[config.mk]
export PLATFORM = sky130hd
export DESIGN_NAME = lru_matrix_bank
export DESIGN_NICKNAME = d
export VERILOG_FILES = /design/src/rtl/lru_pkg.sv /design/src/rtl/lru_tri_update.sv /design/src/rtl/lru_tri_detect.sv /design/src/rtl/lru_matrix_bank.sv
export SDC_FILE = /design/constraint.sdc
export NUM_CORES = 1
export LEC_CHECK = 0
export ABC_CLOCK_PERIOD_IN_PS = 4000
export BUFFER_PORTS_ARGS = -buffer_cell sky130_fd_sc_hd__buf_2
export CELL_PAD_IN_SITES_DETAIL_PLACEMENT = 1
export CELL_PAD_IN_SITES_GLOBAL_PLACEMENT = 1
export CORE_ASPECT_RATIO = 1.75
export CORE_MARGIN = 2
export CORE_UTILIZATION = 50
export DETAILED_ROUTE_END_ITERATION = 16
export HOLD_SLACK_MARGIN = 0.12
export PLACE_DENSITY = 0.77
export SLEW_MARGIN = 20
export SYNTH_ARGS = -nofsm -noshare
export SYNTH_HDL_FRONTEND = slang
export SYNTH_HIERARCHICAL = 1
export SYNTH_SLANG_ARGS = --single-unit
[constraint.sdc]
create_clock -name clk_i -period 4 [get_ports clk_i]
set_clock_uncertainty 0.1 [all_clocks]
set_input_delay 0.8 -clock clk_i [delete_from_list [all_inputs] [get_ports clk_i]]
set_output_delay 0.8 -clock clk_i [all_outputs]
set_load 0.01 [all_outputs]
[src/rtl/lru_pkg.sv]
package lru_pkg;
  // Flat position of pair (i, j), i < j, in a triangular bit array of n ways
  function automatic int tri_idx(int i, int j, int n);
    return i * n - (i * (i + 1)) / 2 + (j - i - 1);
  endfunction
endpackage

[src/rtl/lru_tri_update.sv]
module lru_tri_update #(
  parameter int NUM_WAYS = 4,
  localparam int WAY_W = $clog2(NUM_WAYS),
  localparam int PAIRS = NUM_WAYS * (NUM_WAYS - 1) / 2
) (
  input  logic [PAIRS-1:0] cur_i,
  input  logic             en_i,
  input  logic [WAY_W-1:0] way_i,
  output logic [PAIRS-1:0] nxt_o
);
  // Bit (i,j) set means way i newer than way j; row of the ref'd way set, column cleared
  for (genvar gi = 0; gi < NUM_WAYS - 1; gi++) begin : g_row
    for (genvar gj = gi + 1; gj < NUM_WAYS; gj++) begin : g_col
      localparam int IDX = lru_pkg::tri_idx(gi, gj, NUM_WAYS);
      logic hit_row, hit_col;
      assign hit_row = en_i && (way_i == WAY_W'(gi));
      assign hit_col = en_i && (way_i == WAY_W'(gj));
      assign nxt_o[IDX] = hit_row ? 1'b1 : (hit_col ? 1'b0 : cur_i[IDX]);
    end
  end
endmodule

[src/rtl/lru_tri_detect.sv]
module lru_tri_detect #(
  parameter int NUM_WAYS = 4,
  localparam int WAY_W = $clog2(NUM_WAYS),
  localparam int PAIRS = NUM_WAYS * (NUM_WAYS - 1) / 2
) (
  input  logic [PAIRS-1:0]    bits_i,
  output logic [NUM_WAYS-1:0] onehot_o,
  output logic [WAY_W-1:0]    way_o
);
  // Victim: row of zeros; lower-triangle entries read as inverse of mirrored bit
  always_comb begin
    for (int i = 0; i < NUM_WAYS; i++) begin
      onehot_o[i] = 1'b1;
      for (int j = 0; j < NUM_WAYS; j++) begin
        if (j > i) begin
          if (bits_i[lru_pkg::tri_idx(i, j, NUM_WAYS)]) onehot_o[i] = 1'b0;
        end else if (j < i) begin
          if (!bits_i[lru_pkg::tri_idx(j, i, NUM_WAYS)]) onehot_o[i] = 1'b0;
        end
      end
    end
  end

  always_comb begin
    way_o = '0;
    for (int i = 0; i < NUM_WAYS; i++) begin
      if (onehot_o[i]) way_o = way_o | WAY_W'(i);
    end
  end
endmodule

[src/rtl/lru_matrix_bank.sv]
module lru_matrix_bank #(
  parameter int NUM_WAYS = 4,
  parameter int NUM_SETS = 16,
  localparam int WAY_W = $clog2(NUM_WAYS),
  localparam int SET_W = $clog2(NUM_SETS),
  localparam int PAIRS = NUM_WAYS * (NUM_WAYS - 1) / 2
) (
  input  logic                clk_i,
  input  logic                rst_ni,
  input  logic                ref_valid_i,
  input  logic [SET_W-1:0]    ref_set_i,
  input  logic [WAY_W-1:0]    ref_way_i,
  input  logic [SET_W-1:0]    query_set_i,
  output logic [WAY_W-1:0]    lru_way_o,
  output logic [NUM_WAYS-1:0] lru_onehot_o
);
  logic [PAIRS-1:0] bank_q [NUM_SETS];

  for (genvar gs = 0; gs < NUM_SETS; gs++) begin : g_set
    logic [PAIRS-1:0] nxt;
    logic             sel;
    assign sel = ref_valid_i && (ref_set_i == SET_W'(gs));

    lru_tri_update #(.NUM_WAYS(NUM_WAYS)) upd_i (
      .cur_i (bank_q[gs]),
      .en_i  (sel),
      .way_i (ref_way_i),
      .nxt_o (nxt)
    );

    always_ff @(posedge clk_i or negedge rst_ni) begin
      if (!rst_ni) bank_q[gs] <= '0;
      else if (sel) bank_q[gs] <= nxt;
    end
  end

  // One detector behind the set mux; reads state before any same-cycle update
  lru_tri_detect #(.NUM_WAYS(NUM_WAYS)) det_i (
    .bits_i   (bank_q[query_set_i]),
    .onehot_o (lru_onehot_o),
    .way_o    (lru_way_o)
  );


  victim_onehot_chk: assert property (@(posedge clk_i) disable iff (!rst_ni)
    ($countones(lru_onehot_o) == 1) && lru_onehot_o[lru_way_o]);


  ref_not_victim_chk: assert property (@(posedge clk_i) disable iff (!rst_ni)
    ref_valid_i |=> !((query_set_i == $past(ref_set_i)) && (lru_way_o == $past(ref_way_i))));


  idle_stable_chk: assert property (@(posedge clk_i) disable iff (!rst_ni)
    !ref_valid_i |=> (query_set_i != $past(query_set_i)) || (lru_way_o == $past(lru_way_o)));


  victim_moves_chk: assert property (@(posedge clk_i) disable iff (!rst_ni)
    (ref_valid_i && (ref_set_i == query_set_i) && (ref_way_i == lru_way_o))
      |=> (query_set_i != $past(query_set_i)) || (lru_way_o != $past(lru_way_o)));
endmodule

==> flow_summary.ini <==
[outcome]
run_status = complete, no violations

[sta]
grt_setup_unrepaired = no
final.period_utilization = 0.916
finalMaxSlewViolations = 0
max_slew_margin = 0.410
total_of_endpoints_with_negative_setup_slack_in_the_final_report = 0
tightest_slew_ns = 0.885
hold_viol = 0
fmaxAchievable_ghz = 0.273
finalSetupTns_ns = 0
final.min_clock_period_ns = 3.66

[setup_path]
timing.critical_path.buf_inv = 3
max_stage_delay_ns = 0.50
r2r_end = bank_q[62]
critical_path_cell_count = 8
start_kind = input pin
crit_arrival_ns = 2.76
timing.critical_path.required_ns = 3.10
crit_top_cell = sky130_fd_sc_hd__buf_2
critical_path_peak_fanout = 15
reg2reg_setup_slack_ns = 2.80
worstSetupEndpointType = primary output
worstSetupPathType = input pin to primary output
worstRegToRegCells = 3
timing.critical_path.cells = buf_2, buf_12, mux4_2, a22oi_1, nand2_1, and3b_1, or2_1, buf_2
critPathLaunch = query_set_i[0]
crit_family = buffers and inverters
r2r-start = bank_q[62]
crit_path_top_delay_cell = sky130_fd_sc_hd__mux4_2

[logic_synthesis]
syn_avg_cell_area_um2 = 9.86
syn-instance-count = 591
yosys_warnings = 6
synth.yosys.seq_area_share = 0.412
syn-num-nets = 604
ys_seq_elements = 96
number_of_distinct_library_cells_after_synthesis = 30
post_synth_design_cell_area_mm2 = 0.00583

[layout]
antenna-diode-count = 0
layout_top_registers = bank_q (96)
final_layout_size_suffix_gt1_frac = 0.266
core_utilization_of_the_finished_layout = 0.563
synthToLayoutAreaGrowth_pct = 10.6
nets = 629
top_register = bank_q
layout.cells.non_filler = 756
largest_reg_flops = 96

[pwr]
static-leakage-power_nw = 2.89
fin_total_pwr_mw = 2.18
p_per_area_mw_per_mm2 = 339
worst_ir_drop_vdd_mv = 0.235

[die]
design.die.area_mm2 = 0.0126
die_w_um = 85.6
core_area_mm2 = 0.0115
initial_core_util = 0.509
placement_rows = 52
io_pins = 19
die_y_um = 147

[global_routing]
grt_pass1_wl_um = 26600
grt-ovfl-total = 0
groute.usage.overall = 0.274
first_global_vias = 4976
grt_start_max_net_pins = 88
grt_antenna_before_repair = 0

[placement]
dp_hpwl_um = 11900
placedCellCount = 740
port_buffers = 18
place.gp.congestion = 0.925

[clocking]
cts_max_path_buffers = 2
post_cts_setup_buffer_count = 0
clock-root-buffer = sky130_fd_sc_hd__clkbuf_16
cts_hold_repair.buffers = 0
clkSlewWorstSetupHoldPaths_ns = 0.07
cts.sink_count = 96
clock_tree_from_tritoncts = done
clk-insertion-delay-late_ns = 0.34
numCtsBuffers = 9
htree_num_levels = 3
cts_resized = 0

[hold_path]
hp-class = input pin to async pin

[routing]
detail_route.vias_per_cell = 6.09
m1_wire_length_um = 6140
detailroute.via_count = 4602
maxUsedRoutingLayer = met4
met3WireLength_um = 432
post_drt_wl_per_cell_um = 21.2
detailedRoute.firstPassIterationCount = 4
postRouteWirelength_um = 16000
dr.first_iter.drc_count = 238
route.antenna.remaining_nets = 0
routed-wl-met2_um = 8700
drc = 0

[run]
cap_viol_max_count = 0
-- per-stage QoR --
step                instance area [µm²]  setup WS (ns)  hold WS, ns
global placement                   6120          0.402        0.412
global route                       6440          0.144        0.442
floorplan                          5830          0.561        0.390
detailed placement                 6120          0.325        0.426
finish                             6440          0.336        0.397
CTS                                6440          0.310        0.429
-- cell usage in the layout, fill, tap and decap left out, drive strengths merged --
| cell type | count |
|---|---|
| a21oi | 16 |
| a22oi | 12 |
| and2 | 1 |
| and2b | 16 |
| and3 | 1 |
| and3b | 1 |
| buf | 27 |
| bufinv | 2 |
| clkbuf | 11 |
| clkinv | 1 |
| clkinvlp | 2 |
| dfrtp | 96 |
| inv | 22 |
| mux2 | 96 |
| mux4 | 24 |
| nand2 | 103 |
| nand2b | 20 |
| nand3 | 1 |
| nand3b | 2 |
| nor2 | 59 |
| nor2b | 2 |
| nor3 | 1 |
| nor3b | 2 |
| o21ai | 96 |
| or2 | 2 |
| or3 | 4 |
| or3b | 1 |
-- synth_stat cells --
cell type	number	area share
sky130_fd_sc_hd__a21oi_1	16	0.014
sky130_fd_sc_hd__a22oi_1	12	0.015
sky130_fd_sc_hd__and2_1	1	0.0011
sky130_fd_sc_hd__and2b_1	16	0.021
sky130_fd_sc_hd__and3_4	1	0.0019
sky130_fd_sc_hd__and3b_1	1	0.0015
sky130_fd_sc_hd__buf_1	2	0.0013
sky130_fd_sc_hd__buf_2	3	0.0026
sky130_fd_sc_hd__buf_6	1	0.0019
sky130_fd_sc_hd__clkbuf_1	7	0.0045
sky130_fd_sc_hd__dfrtp_1	96	0.41
sky130_fd_sc_hd__inv_1	22	0.014
sky130_fd_sc_hd__mux2_2	90	0.17
sky130_fd_sc_hd__mux2_4	6	0.015
sky130_fd_sc_hd__mux4_2	24	0.093
sky130_fd_sc_hd__nand2_1	103	0.066
sky130_fd_sc_hd__nand2b_1	20	0.021
sky130_fd_sc_hd__nand3_1	1	0.00086
sky130_fd_sc_hd__nand3b_1	2	0.0026
sky130_fd_sc_hd__nor2_1	58	0.037
sky130_fd_sc_hd__nor2_2	1	0.0011
sky130_fd_sc_hd__nor2b_1	2	0.0021
sky130_fd_sc_hd__nor3_1	1	0.00086
sky130_fd_sc_hd__nor3b_1	1	0.0013
sky130_fd_sc_hd__nor3b_2	1	0.0021
sky130_fd_sc_hd__o21ai_0	16	0.014
sky130_fd_sc_hd__o21ai_1	80	0.069
sky130_fd_sc_hd__or2_1	2	0.0021
sky130_fd_sc_hd__or3_1	4	0.0043
sky130_fd_sc_hd__or3b_1	1	0.0015
-- area by class of cell --
cell class                 instances  area, µm²
multi-input combinational        460       3280
clock inverter                     5       80.1
timing repair buffer              27        188
sequential                        96       2400
inverter                          22       82.6
clock buffer                      11        243
tap                              135        169
fill                            1296       5010
-- where the power goes --
group          switching (mW)  internal, mW
registers              0.0293         0.995
clock network           0.388         0.565
logic                   0.121        0.0831
total                   0.539          1.64
-- worst max-delay path by stage --
stage	end	slack, ns
5_1_grt	lru_way_o[1]	0.14
6_report	lru_way_o[1]	0.34
3_3_place_gp	lru_way_o[1]	0.40
4_1_cts	lru_way_o[1]	0.31
3_5_place_dp	lru_way_o[1]	0.32
2_1_floorplan	lru_way_o[1]	0.56
-- kinds of logic after synthesis --
logic type | Yosys count | synth area share
mux | 120 | 0.282
flops | 96 | 0.412
compound gates | 124 | 0.112
simple gates | 216 | 0.169
buf+inv | 35 | 0.0245
-- per-layer routing --
layer | GRT usage | vias to the layer above
met5 | 0 | -
met4 | 0.120 | 0
met3 | 0.0416 | 38
met2 | 0.493 | 96
met1 | 0.316 | 2339
li1 | - | 2129
No activity file was read; power rests on OpenSTA's default activity.
